--- src/rtl/evt_timer_pkg.sv ---
// Shared offsets, control bit positions and the control register type for the
// event timer. Assumes a 5-bit byte address and word-aligned registers.
package evt_timer_pkg;
    localparam int unsigned AW = 5;
    localparam logic [AW-1:0] OFS_COUNT = 5'h00;
    localparam logic [AW-1:0] OFS_STAMP = 5'h08;
    localparam logic [AW-1:0] OFS_CTRL  = 5'h14;

    localparam int unsigned BIT_RUN = 0;
    localparam int unsigned BIT_REP = 1;
    localparam int unsigned BIT_ALD = 2;
    localparam int unsigned BIT_EXP = 7;

    typedef struct packed {
        logic expd;   // sticky expiry flag
        logic ald;    // auto-load mode bit, stored only
        logic rep;    // repeat mode bit, stored only
        logic run;    // countdown enable
    } ctrl_t;
endpackage

--- src/rtl/evt_tick_gen.sv ---
// Prescaler: gives a one-cycle tick every PRESCALE clocks while run is high.
// It is held at phase zero while stopped, so the first tick comes exactly
// PRESCALE clocks after run rises.
module evt_tick_gen #(
    parameter int unsigned PRESCALE = 100
) (
    input  logic clk,
    input  logic rst_n,
    input  logic run,
    output logic tick
);
    localparam int unsigned PW = (PRESCALE > 1) ? $clog2(PRESCALE) : 1;
    localparam logic [PW-1:0] LAST = PW'(PRESCALE - 1);

    logic [PW-1:0] phase_q;

    // Phase counter: wraps at LAST and is reset while the timer is stopped.
    always_ff @(posedge clk) begin
        if (!rst_n || !run) begin
            phase_q <= '0;
        end else if (phase_q == LAST) begin
            phase_q <= '0;
        end else begin
            phase_q <= phase_q + 1'b1;
        end
    end

    // Tick decode: the last phase of each prescale window.
    assign tick = run && (phase_q == LAST);
endmodule

--- src/rtl/evt_stamp_ctr.sv ---
// Free-running up-counter used as the timestamp. Counts every clock and wraps.
module evt_stamp_ctr #(
    parameter int unsigned DW = 32
) (
    input  logic          clk,
    input  logic          rst_n,
    output logic [DW-1:0] stamp
);
    logic [DW-1:0] stamp_q;

    // Advance by one on every clock after reset.
    always_ff @(posedge clk) begin
        if (!rst_n) begin
            stamp_q <= '0;
        end else begin
            stamp_q <= stamp_q + 1'b1;
        end
    end

    assign stamp = stamp_q;
endmodule

--- src/rtl/evt_countdown.sv ---
// Event countdown and control byte. Decrements on each tick while running.
// On a tick with the count at 0 or 1 it expires: the count lands on zero, the
// run bit clears and the sticky flag sets. An expiry beats a write-one-to-clear
// on the same edge. Bus writes to run and the mode bits beat the self-stop.
module evt_countdown
    import evt_timer_pkg::*;
#(
    parameter int unsigned DW = 32
) (
    input  logic             clk,
    input  logic             rst_n,
    input  logic             tick,
    input  logic [DW/8-1:0]  cnt_we,
    input  logic             ctl_we,
    input  logic [DW-1:0]    wdata,
    output logic [DW-1:0]    count,
    output ctrl_t            ctrl
);
    localparam int unsigned NB = DW / 8;

    logic [DW-1:0] count_q, count_dec, count_nxt;
    ctrl_t         ctrl_q, ctrl_nxt;
    logic          expire;

    // Expiry decode: a tick while running with at most one count left.
    assign expire = ctrl_q.run && tick && (count_q <= DW'(1));

    // Countdown step: one less on each running tick, floored at zero.
    always_comb begin
        count_dec = count_q;
        if (ctrl_q.run && tick) begin
            count_dec = (count_q == '0) ? '0 : count_q - 1'b1;
        end
    end

    // Byte-lane merge: a written lane replaces the decremented value.
    for (genvar g = 0; g < NB; g++) begin : g_lane
        assign count_nxt[8*g +: 8] = cnt_we[g] ? wdata[8*g +: 8] : count_dec[8*g +: 8];
    end

    // Control next state: self-stop, bus write, then flag set and clear.
    always_comb begin
        ctrl_nxt = ctrl_q;
        if (expire) begin
            ctrl_nxt.run = 1'b0;
        end
        if (ctl_we) begin
            ctrl_nxt.run = wdata[BIT_RUN];
            ctrl_nxt.rep = wdata[BIT_REP];
            ctrl_nxt.ald = wdata[BIT_ALD];
            if (wdata[BIT_EXP]) begin
                ctrl_nxt.expd = 1'b0;
            end
        end
        if (expire) begin
            ctrl_nxt.expd = 1'b1;
        end
    end

    // State registers for the count and the control byte.
    always_ff @(posedge clk) begin
        if (!rst_n) begin
            count_q <= '0;
            ctrl_q  <= '0;
        end else begin
            count_q <= count_nxt;
            ctrl_q  <= ctrl_nxt;
        end
    end

    assign count = count_q;
    assign ctrl  = ctrl_q;
endmodule

--- src/rtl/evt_reg_dec.sv ---
// Register decode: turns a bus access into per-register write strobes and
// selects the read data. Assumes word-aligned offsets and single-cycle accesses.
module evt_reg_dec
    import evt_timer_pkg::*;
#(
    parameter int unsigned DW = 32
) (
    input  logic             bus_sel,
    input  logic             bus_wr,
    input  logic [AW-1:0]    bus_addr,
    input  logic [DW/8-1:0]  bus_be,
    input  logic [DW-1:0]    count,
    input  logic [DW-1:0]    stamp,
    input  ctrl_t            ctrl,
    output logic [DW/8-1:0]  cnt_we,
    output logic             ctl_we,
    output logic [DW-1:0]    rdata
);
    logic wr_acc;

    // Write strobes: count takes every lane, control takes lane 0 only.
    assign wr_acc = bus_sel && bus_wr;
    assign cnt_we = (wr_acc && bus_addr == OFS_COUNT) ? bus_be : '0;
    assign ctl_we = wr_acc && (bus_addr == OFS_CTRL) && bus_be[0];

    // Read mux: the selected register, zero for unmapped offsets.
    always_comb begin
        rdata = '0;
        if (bus_sel) begin
            case (bus_addr)
                OFS_COUNT: rdata = count;
                OFS_STAMP: rdata = stamp;
                OFS_CTRL:  rdata = DW'({ctrl.expd, 4'b0000, ctrl.ald, ctrl.rep, ctrl.run});
                default:   rdata = '0;
            endcase
        end
    end
endmodule

--- src/rtl/evt_timer.sv ---
// Top of the event timer: bus decode, prescaler, timestamp and countdown.
// Assumes a synchronous active-low reset and single-cycle bus accesses.
module evt_timer
    import evt_timer_pkg::*;
#(
    parameter int unsigned DW       = 32,
    parameter int unsigned PRESCALE = 100
) (
    input  logic             clk,
    input  logic             rst_n,
    input  logic             bus_sel,
    input  logic             bus_wr,
    input  logic [4:0]       bus_addr,
    input  logic [DW/8-1:0]  bus_be,
    input  logic [DW-1:0]    bus_wdata,
    output logic [DW-1:0]    bus_rdata,
    output logic             irq
);
    localparam int unsigned NB = DW / 8;

    logic [NB-1:0] cnt_we;
    logic          ctl_we;
    logic          tick;
    logic [DW-1:0] count_v;
    logic [DW-1:0] stamp_v;
    ctrl_t         ctrl_v;

    evt_reg_dec #(.DW(DW)) dec_i (
        .bus_sel  (bus_sel),
        .bus_wr   (bus_wr),
        .bus_addr (bus_addr),
        .bus_be   (bus_be),
        .count    (count_v),
        .stamp    (stamp_v),
        .ctrl     (ctrl_v),
        .cnt_we   (cnt_we),
        .ctl_we   (ctl_we),
        .rdata    (bus_rdata)
    );

    evt_tick_gen #(.PRESCALE(PRESCALE)) tick_i (
        .clk   (clk),
        .rst_n (rst_n),
        .run   (ctrl_v.run),
        .tick  (tick)
    );

    evt_stamp_ctr #(.DW(DW)) stamp_i (
        .clk   (clk),
        .rst_n (rst_n),
        .stamp (stamp_v)
    );

    evt_countdown #(.DW(DW)) cd_i (
        .clk    (clk),
        .rst_n  (rst_n),
        .tick   (tick),
        .cnt_we (cnt_we),
        .ctl_we (ctl_we),
        .wdata  (bus_wdata),
        .count  (count_v),
        .ctrl   (ctrl_v)
    );

    // Interrupt: a level that follows the sticky expiry flag.
    assign irq = ctrl_v.expd;
endmodule

--- config.mk ---
export PLATFORM = sky130hd
export DESIGN_NAME = evt_timer
export DESIGN_NICKNAME = d
export VERILOG_FILES = /design/src/rtl/evt_timer_pkg.sv /design/src/rtl/evt_tick_gen.sv /design/src/rtl/evt_stamp_ctr.sv /design/src/rtl/evt_countdown.sv /design/src/rtl/evt_reg_dec.sv /design/src/rtl/evt_timer.sv
export SDC_FILE = /design/constraint.sdc
export NUM_CORES = 1
export LEC_CHECK = 0
export BUFFER_PORTS_ARGS = -buffer_cell sky130_fd_sc_hd__buf_4
export CORE_ASPECT_RATIO = 1.75
export CORE_MARGIN = 1
export CORE_UTILIZATION = 35
export CTS_CLUSTER_DIAMETER = 150
export CTS_CLUSTER_SIZE = 24
export DETAILED_ROUTE_END_ITERATION = 8
export PLACE_DENSITY_LB_ADDON = 0.05
export REMOVE_ABC_BUFFERS = 1
export SKIP_LAST_GASP = 1
export SYNTH_ARGS = -nofsm -noshare
export SYNTH_HDL_FRONTEND = slang
export SYNTH_HIERARCHICAL = 1
export SYNTH_SLANG_ARGS = --single-unit
--- constraint.sdc ---
create_clock -name clk -period 6.8 [get_ports clk]
set_clock_uncertainty 0.1 [all_clocks]
set_input_delay 0.68 -clock clk [delete_from_list [all_inputs] [get_ports clk]]
set_output_delay 0.68 -clock clk [all_outputs]
set_load 0.02 [all_outputs]
# [Word-level counts from Yosys, hierarchy flattened]
# Index checks and enable logic that the tools add are counted.
[classes] addsub=3 mul=0 n_div=0 n_lt_le_gt_ge=1 eq_ne=3 shifts=0 muxes=13 bitwise=0 reduce_logical=20
[op_table] op="$mux 32" n=3
[op_table] op="$pmux 32 s3" n=1
[op_table] op="$add 32x1->32 const B" n=1
[op_table] op="$le 32x1->1 const B" n=1
[op_table] op="$logic_not 32->1" n=1
[op_table] op="$mux 8" n=4
[op_table] op="$sub 32x1->32 const B" n=1
[op_table] op="$reduce_bool 2->1" n=6
[op_table] op="$mux 4" n=2
[op_table] op="$add 7x1->7 const B" n=1
[op_table] op="$eq 7x7->1 const B" n=1
[op_table] op="$logic_and 1x1->1" n=7
[op_table] op="$eq 5x4->1 const B" n=1
[op_table] op="$eq 5x5->1 const B" n=1
[op_table] op="$logic_not 5->1" n=1
[op_table] op="$mux 1" n=3
[op_table] op="$logic_not 1->1" n=2
[op_table] op="$reduce_and 2->1" n=1
[op_table] op="$reduce_or 2->1" n=1
[op_table] op="$logic_or 1x1->1" n=1
[word_totals] register_bits=75 latchBits=0 ram_bits=0 mem_bits_ro=0 elab_cells=50 mem_count=0

# [Depth between registers and ports, before layout]
# Gate-level depths: netlist of run 1.
[logic_depth] depth_word=7 depth_mapped=9

# [Modules after synthesis]
# The synthesis of run 1 kept the hierarchy.
[modules_own_cells] mod="evt_countdown" n_inst=1 cells_each=266 area_each_um2=2157.1 seq_area_each_um2=720.7
[modules_own_cells] mod="evt_stamp_ctr" n_inst=1 cells_each=168 area_each_um2=1466.4 seq_area_each_um2=640.6
[modules_own_cells] mod="evt_reg_dec" n_inst=1 cells_each=89 area_each_um2=638.1 seq_area_each_um2=0.0
[modules_own_cells] mod="evt_tick_gen" n_inst=1 cells_each=34 area_each_um2=325.3 seq_area_each_um2=140.1

# [Least setup slack after synthesis of run 1]
# OpenSTA, ideal clock, no wires.
[synth_path] path_kind="input to register" startpoint="input port bus_addr[1]" endpoint="register cd_i.count_q[15] (netlist: cd_i/count[15])" setup_ns=0.130 arrival_time_ns=2.381 t_required_ns=6.570 setup_slack_ns=4.188 stages=8 path_buffers=0 cell_sequence="nor4_4 > and4b_1 > and2_1 > a21oi_1 > or3b_1 > nor4_1 > xnor2_1 > o21ai_0"
[synth_via] elab_chain_len=4
[synth_lines] element="start, declared" line="evt_timer.sv:13" rtl="input logic [4:0] bus_addr,"
[synth_lines] element="$logic_not 5->1 *" line="evt_reg_dec.sv:23" rtl="assign cnt_we = (wr_acc && bus_addr == OFS_COUNT) ? bus_be : '0;"
[synth_lines] element="$logic_and 1x1->1 *" line="evt_reg_dec.sv:23"
[synth_lines] element="$mux 4 *" line="evt_reg_dec.sv:23"
[synth_lines] element="via cnt_we[1]" line="evt_timer.sv:21" rtl="logic [NB-1:0] cnt_we;"
[synth_lines] element="$mux 8 or $reduce_bool 2->1 (tied branches)"
[synth_lines] element="end signal, assigned" line="evt_countdown.sv:66" rtl="count_q <= count_nxt;"
[synth_lines] element="end, declared" line="evt_countdown.sv:21" rtl="logic [DW-1:0] count_q, count_dec, count_nxt;"
# The timed path passes the listed nets; every way through them passes the cells marked *.
# A chain may end at the register's enable or synchronous reset.

# [Final worst setup path of run 1]
[layout_path] startpoint="register tick_i.phase_q[0]" endpoint="register cd_i.count_q[28] (netlist: cd_i/count[28])"
[layout_via] elab_chain_len=4
[layout_lines] element="start, declared" line="evt_tick_gen.sv:15" rtl="logic [PW-1:0] phase_q;"
[layout_lines] element="start signal, assigned" line="evt_tick_gen.sv:24" rtl="phase_q <= phase_q + 1'b1;"
[layout_lines] element="$eq 7x7->1" line="evt_tick_gen.sv:29" rtl="assign tick = run && (phase_q == LAST);"
[layout_lines] element="$logic_and 1x1->1" line="evt_tick_gen.sv:29"
[layout_lines] element="via tick" line="evt_timer.sv:23" rtl="logic tick;"
[layout_lines] element="$logic_and 1x1->1" line="evt_countdown.sv:31" rtl="if (ctrl_q.run && tick) begin"
[layout_lines] element="$reduce_bool 2->1 (no source line)"
# The timed path passes the listed nets, and every way through them passes these cells.

==> summary.txt, run 1 <==
DRT Wirelength - 14200 µm
Layout Nets - 665
Wirelength per Cell - 18.0 µm
Final GP Congestion - 0.786
first-pass GRT wire length - 22500 µm
crit end category - flop
CP Cell Sequence - ha_1 > nand4bb_2 > nor3_1 > nand2_1 > a31o_2 > or3_1 > o22ai_1
max-cap check violation count - 0
Post-CTS Setup Bufs - 0
ys flop type - dfxtp_1
Reg power frac - 41.6%
WP buf/inv - 0
Die Ht - 153 µm
RSZ-0062 raised after global routing - false
Ports - 78
area grow syn2layout - 21.7%
Post-CTS Resized - 0
Rows - 55
Gate power share - 6.7%
gr ovfl total - 0
Netlist cell types - 61
CTS buffer count - 9
Period minus WS final - 3.09 ns
largest net degree at the start of global routing - 35
Post-Syn Area - 4590 µm²
final setup fails - 0
clk_lat worst skew - 0.33 ns
Hold/Removal Path Class - reg -> reg
Worst EP arrival - 3.24 ns
relative slew slack - 43.1%
met3 wire len - 468 µm
initial antenna violation count - 0
ys async rst share - 0%
CTS root buf - clkbuf_16
Cells after Synth - 557
CP startpoint kind - flop
CTS H-tree depth - 3
flops & latches, synth - 75
Port Buf Inserts - 77
vias in the first global route - 4291
reg2reg path depth - 7
WHS Endpoint - tick_i/phase_q[0]$_SDFF_PP0_
Core Region - 12900 µm²
Setup TNS Final - 0 ns
PD cells - 192 nW/µm²
commonest non-fill, non-tap cell in the layout - buf_4
CP top delay family - simple AND/OR/NAND/NOR gates
Critical Path Slowest Stage Cell - nand2_1
sw power - 0.227 mW
antenna-violating nets left - 0
worst vdd ir - 0.142 mV
area of the die - 13600 µm²
Hold Startpoint - tick_i/phase_q[0]$_SDFF_PP0_
r2r startpoint - tick_i/phase_q[0]$_SDFF_PP0_
r2r setup slk - 3.71 ns
Switching Fraction - 21.2%
top sig layer - met4
hold_buf cts - 0
DRC Markers - 0
hold slack - 0.363 ns
worst slew pin tran - 0.849 ns
DR pass1 iterations - 5
Metal-1 WL - 5570 µm
P_leak - 2.09 nW
Critical Path RT - 6.95 ns
worst stage delay on the critical path - 0.53 ns
EDFF count, synth - 0
Syn Area/Cell - 8.24 µm²
Die W - 88.5 µm
layout cells sized above 1 - 18.7%
post-route clock period utilization - 45.5%
Vias - 4400
Met2 Wirelength - 7630 µm
TritonCTS clock tree - yes
CTS max path bufs - 2
TritonCTS Sinks - 75
DR iter-0 viols - 200
CP Depth - 7
vias per cell - 5.57
Fill cells - 1340
CTS clk-pin slew, worst paths - 0.06 ns
Max Clk Rate - 323 MHz
Yosys warning count - 6
Antenna Cells - 0
critical path class - reg -> reg
internal power - 0.843 mW
Slew Viols, Final - 0
most frequent cells in the layout - buf_4 (77), dfxtp_1 (75), nor2_1 (60), a21oi_1 (39)
count of final hold-check violations - 0
status - finished, final reports clean
Worst Hold Depth - 1
worst-path maximum fanout - 18
All-Layer GR Usage - 21.7%
sequential share of the synthesized area - 32.7%
final HPWL from detailed placement - 10700 µm
clock power share - 51.6%
FF-to-FF End - cd_i/count[28]$_SDFFE_PN0P_
Initial Util - 35.6%
power by group through the flow:
stage	registers, mW	logic (mW)	clock network (mW)
floorplan	0.454	0.0326	0
global placement	0.455	0.0721	0
detailed placement	0.455	0.0721	0
CTS	0.446	0.0724	0.563
global route	0.445	0.0778	0.584
finish	0.446	0.0720	0.552
worst max-delay path by stage:
| stage | to | slack [ns] | from |
|---|---|---|---|
| 4_1_cts | cd_i/count[31]$_SDFFE_PN0P_ | 3.70 | tick_i/phase_q[0]$_SDFF_PP0_ |
| 6_report | cd_i/count[28]$_SDFFE_PN0P_ | 3.71 | tick_i/phase_q[0]$_SDFF_PP0_ |
| 3_3_place_gp | cd_i/count[15]$_SDFFE_PN0P_ | 3.58 | bus_addr[1] |
| 2_1_floorplan | cd_i/count[15]$_SDFFE_PN0P_ | 4.02 | bus_addr[1] |
| 3_5_place_dp | cd_i/count[15]$_SDFFE_PN0P_ | 3.49 | bus_addr[1] |
| 5_1_grt | cd_i/count[31]$_SDFFE_PN0P_ | 3.52 | tick_i/phase_q[0]$_SDFF_PP0_ |
layout make-up:
class | instances | area [µm²] | area share (%)
Inverter | 16 | 60.1 | 1.08
Sequential cell | 75 | 1500 | 26.9
Timing Repair Buffer | 77 | 578 | 10.4
Tap cell | 171 | 214 | 3.83
Clock inverter | 4 | 98.8 | 1.77
Clock buffer | 11 | 243 | 4.35
Multi-Input combinational cell | 436 | 2890 | 51.7
synth_stat cells (3+ instances only):
cell type	count	area, µm²
nor3_1	13	65.1
nand2b_1	5	31.3
mux2_2	4	45.0
o21ai_0	30	150
nand3_2	5	50.1
ha_1	5	62.6
nand4_1	12	75.1
xor2_1	10	87.6
nor2_1	60	225
mux2i_1	34	340
o21a_1	4	30.0
o211a_1	3	30.0
a32oi_1	4	35.0
nand3_1	20	100
nor4_1	15	93.8
and4_1	4	35.0
clkbuf_1	17	63.8
buf_2	9	45.0
or4_1	15	113
inv_1	14	52.6
nor4_2	4	50.1
or3_1	17	106
o22ai_1	7	43.8
o31ai_1	12	90.1
nand2_1	34	128
and3_1	11	68.8
and2_1	6	37.5
a21oi_1	39	195
dfxtp_1	75	1500
xnor2_1	25	219
a31oi_1	4	25.0
buf_4	4	30.0
flip-flops by register name, summed over array words and instances, names as in the netlist:
name	cells
cd_i/count	32
stamp_i/stamp	32
tick_i/phase_q	7
cd_i/ctrl	4
stage by stage:
| step | worst slack [ns] | cell area (µm²) | total power, mW | utilization, % | std cells |
|---|---|---|---|---|---|
| final | 3.71 | 5580 | 1.07 | 43.4 | 790 |
| after global routing | 3.52 | 5580 | 1.11 | 43.4 | 790 |
| after CTS | 3.70 | 5580 | 1.08 | 43.4 | 790 |
| after detailed placement | 3.49 | 5240 | 0.527 | 40.7 | 775 |
| after global placement | 3.58 | 5240 | 0.527 | 40.7 | 775 |
| after floorplan | 4.02 | 4450 | 0.486 | - | 527 |
cell families after synthesis:
family	count (synthesis)	share of synthesized area (%)
AO/OA/AOI/OAI	119	16.4
XOR/XNOR	35	6.68
adder cells (fa/ha/maj)	5	1.36
buffers and inverters	46	4.34
flip-flops	75	32.7
multiplexers	38	8.40
AND/OR/NAND/NOR	239	30.1
routing by layer:
metal  up-vias  global-route usage [%]
met5         -                       0
met2       105                    39.5
li1       2167                       -
met1      2103                    24.0
met4         0                    9.98
met3        25                    3.13
worst reg2reg max path, delay by kind of cell, from the launching register on:
family / cells / cell delay, ns
flops: 1 / 0.37
fa+ha+maj: 1 / 0.25
simple gates: 4 / 1.62
compound gates: 2 / 0.68
Note: power is estimated with default switching activity, not from simulation.
==> inputs of run 2 (changes only) <==
==> constraint.sdc (replaced) <==
create_clock -name clk -period 2.64 [get_ports clk]
set_clock_uncertainty 0.1 [all_clocks]
set_input_delay 0.264 -clock clk [delete_from_list [all_inputs] [get_ports clk]]
set_output_delay 0.264 -clock clk [all_outputs]
set_load 0.02 [all_outputs]
==> run 2 against run 1 <==
  * Worst setup slack worse by 3.5 ns
  * Largest cell class unchanged
  * Via count rose by 3.2%
  * Sequential share of layout area shrank 1.0 points
==> summary.txt, run 2 (same netlist as run 1, synthesis figures left out) <==
reg2reg path depth - 9
DRC Markers - 0
critical path class - reg -> reg
final setup fails - 0
worst-path maximum fanout - 4
worst slew pin tran - 0.558 ns
All-Layer GR Usage - 22.4%
CTS clk-pin slew, worst paths - 0.06 ns
relative slew slack - 62.8%
Worst Hold Depth - 3
sw power - 0.590 mW
Layout Nets - 699
Worst EP arrival - 2.54 ns
post-route clock period utilization - 91.4%
Max Clk Rate - 415 MHz
Hold/Removal Path Class - in -> reg
CTS root buf - clkbuf_16
CTS buffer count - 9
DR iter-0 viols - 222
layout cells sized above 1 - 23.3%
initial antenna violation count - 0
Gate power share - 7.7%
DRT Wirelength - 14600 µm
Switching Fraction - 22.7%
Port Buf Inserts - 77
first-pass GRT wire length - 22900 µm
Wirelength per Cell - 17.8 µm
Setup TNS Final - 0 ns
commonest non-fill, non-tap cell in the layout - buf_4
Die W - 88.5 µm
status - finished, final reports clean
DP Cell Count - 808
Core Region - 12900 µm²
Period minus WS final - 2.41 ns
most frequent cells in the layout - buf_4 (111), dfxtp_1 (75), nor2_1 (60), a21oi_1 (39)
CTS H-tree depth - 3
area grow syn2layout - 26.5%
worst vdd ir - 0.311 mV
Initial Util - 35.6%
final HPWL from detailed placement - 11200 µm
CP startpoint kind - flop
area of the die - 13600 µm²
internal power - 2.01 mW
vias per cell - 5.51
TritonCTS Sinks - 75
Final GP Congestion - 0.802
Slew Viols, Final - 0
hold_buf cts - 0
DR pass1 iterations - 4
count of final hold-check violations - 0
Antenna Cells - 0
clock power share - 48.2%
final cell count without fillers - 824
Ports - 78
TritonCTS clock tree - yes
CTS max path bufs - 2
clk_lat worst skew - 0.34 ns
Fill cells - 1353
PD cells - 448 nW/µm²
Rows - 55
RSZ-0062 raised after global routing - false
Critical Path RT - 2.76 ns
Reg power frac - 44.1%
max-cap check violation count - 0
largest net degree at the start of global routing - 33
antenna-violating nets left - 0
gr ovfl total - 0
P_leak - 2.24 nW
crit end category - flop
Die Ht - 153 µm
vias in the first global route - 4473
Vias - 4539
-- run 2: cell types whose count changed in the layout (fill, tap and decap cells not counted) --
cell and change:
clkbuf_1 -1, bufinv_16 -2, nor4_2 +1, nor4_1 -1, clkinv_2 +1, clkbuf_8 +1
buf_4 +34, clkinv_4 -1, clkinvlp_4 +2
-- run 2: critical path, stage by stage, from the launching register on --
cell and delay [ns]:
dfxtp_1 0.37, ha_1 0.26, nand4bb_2 0.19, nor3_1 0.18, buf_4 0.16, a21oi_1 0.08, or3b_1 0.40, nor4_1 0.30
xnor2_1 0.15, o21ai_0 0.09
-- run 2: area by class of cell --
| cell class | instances | area (µm²) | share of cell area (%) |
|---|---|---|---|
| multi-input combinational | 436 | 2890 | 49.8 |
| sequential | 75 | 1500 | 25.9 |
| timing repair buffer | 111 | 833 | 14.4 |
| clock buffer | 11 | 253 | 4.35 |
| tap | 171 | 214 | 3.69 |
| inverter | 16 | 60.1 | 1.03 |
| clock inverter | 4 | 50.0 | 0.862 |
-- run 2: worst paths after layout --
check / slack, ns / from / to
max reg2reg: 0.23 / tick_i/phase_q[0]$_SDFF_PP0_ / cd_i/count[15]$_SDFFE_PN0P_
min reg2reg: 0.36 / tick_i/phase_q[0]$_SDFF_PP0_ / tick_i/phase_q[0]$_SDFF_PP0_
max: 0.23 / tick_i/phase_q[0]$_SDFF_PP0_ / cd_i/count[15]$_SDFFE_PN0P_
min: 0.02 / bus_wdata[22] / cd_i/count[22]$_SDFFE_PN0P_
-- run 2: layer usage --
metal / GRT usage (%) / vias up / routed length, µm
met2: 41.8 / 96 / 7960
met4: 11.3 / 0 / 583
met5: 0 / - / 0
met1: 23.6 / 2175 / 5760
met3: 2.75 / 26 / 345
li1: - / 2242 / -
-- run 2: power groups by stage --
stage,sequential (mW),combinational (mW),clock (mW)
2_1_floorplan,1.17,0.0841,0
3_3_place_gp,1.17,0.198,0
3_5_place_dp,1.17,0.199,0
4_1_cts,1.15,0.199,1.28
5_1_grt,1.15,0.214,1.33
6_report,1.15,0.199,1.25
-- run 2: timing repair --
action                     4_1_cts  5_1_grt
buffers inserted                 0        1
resized for setup                0        1
setup endpoints to repair        0        3
-- run 2: through the flow --
stage | total power, mW | hold WS (ns) | area, µm² | setup slack, ns | util [%]
2_1_floorplan | 1.25 | 0.273 | 4450 | 0.273 | -
3_3_place_gp | 1.37 | 0.341 | 5490 | 0.272 | 42.6
3_5_place_dp | 1.37 | 0.348 | 5490 | 0.241 | 42.6
4_1_cts | 2.63 | 0.0118 | 5790 | 0.223 | 45.0
5_1_grt | 2.69 | 0.0227 | 5800 | 0.00731 | 45.1
6_report | 2.60 | 0.0172 | 5800 | 0.228 | 45.1
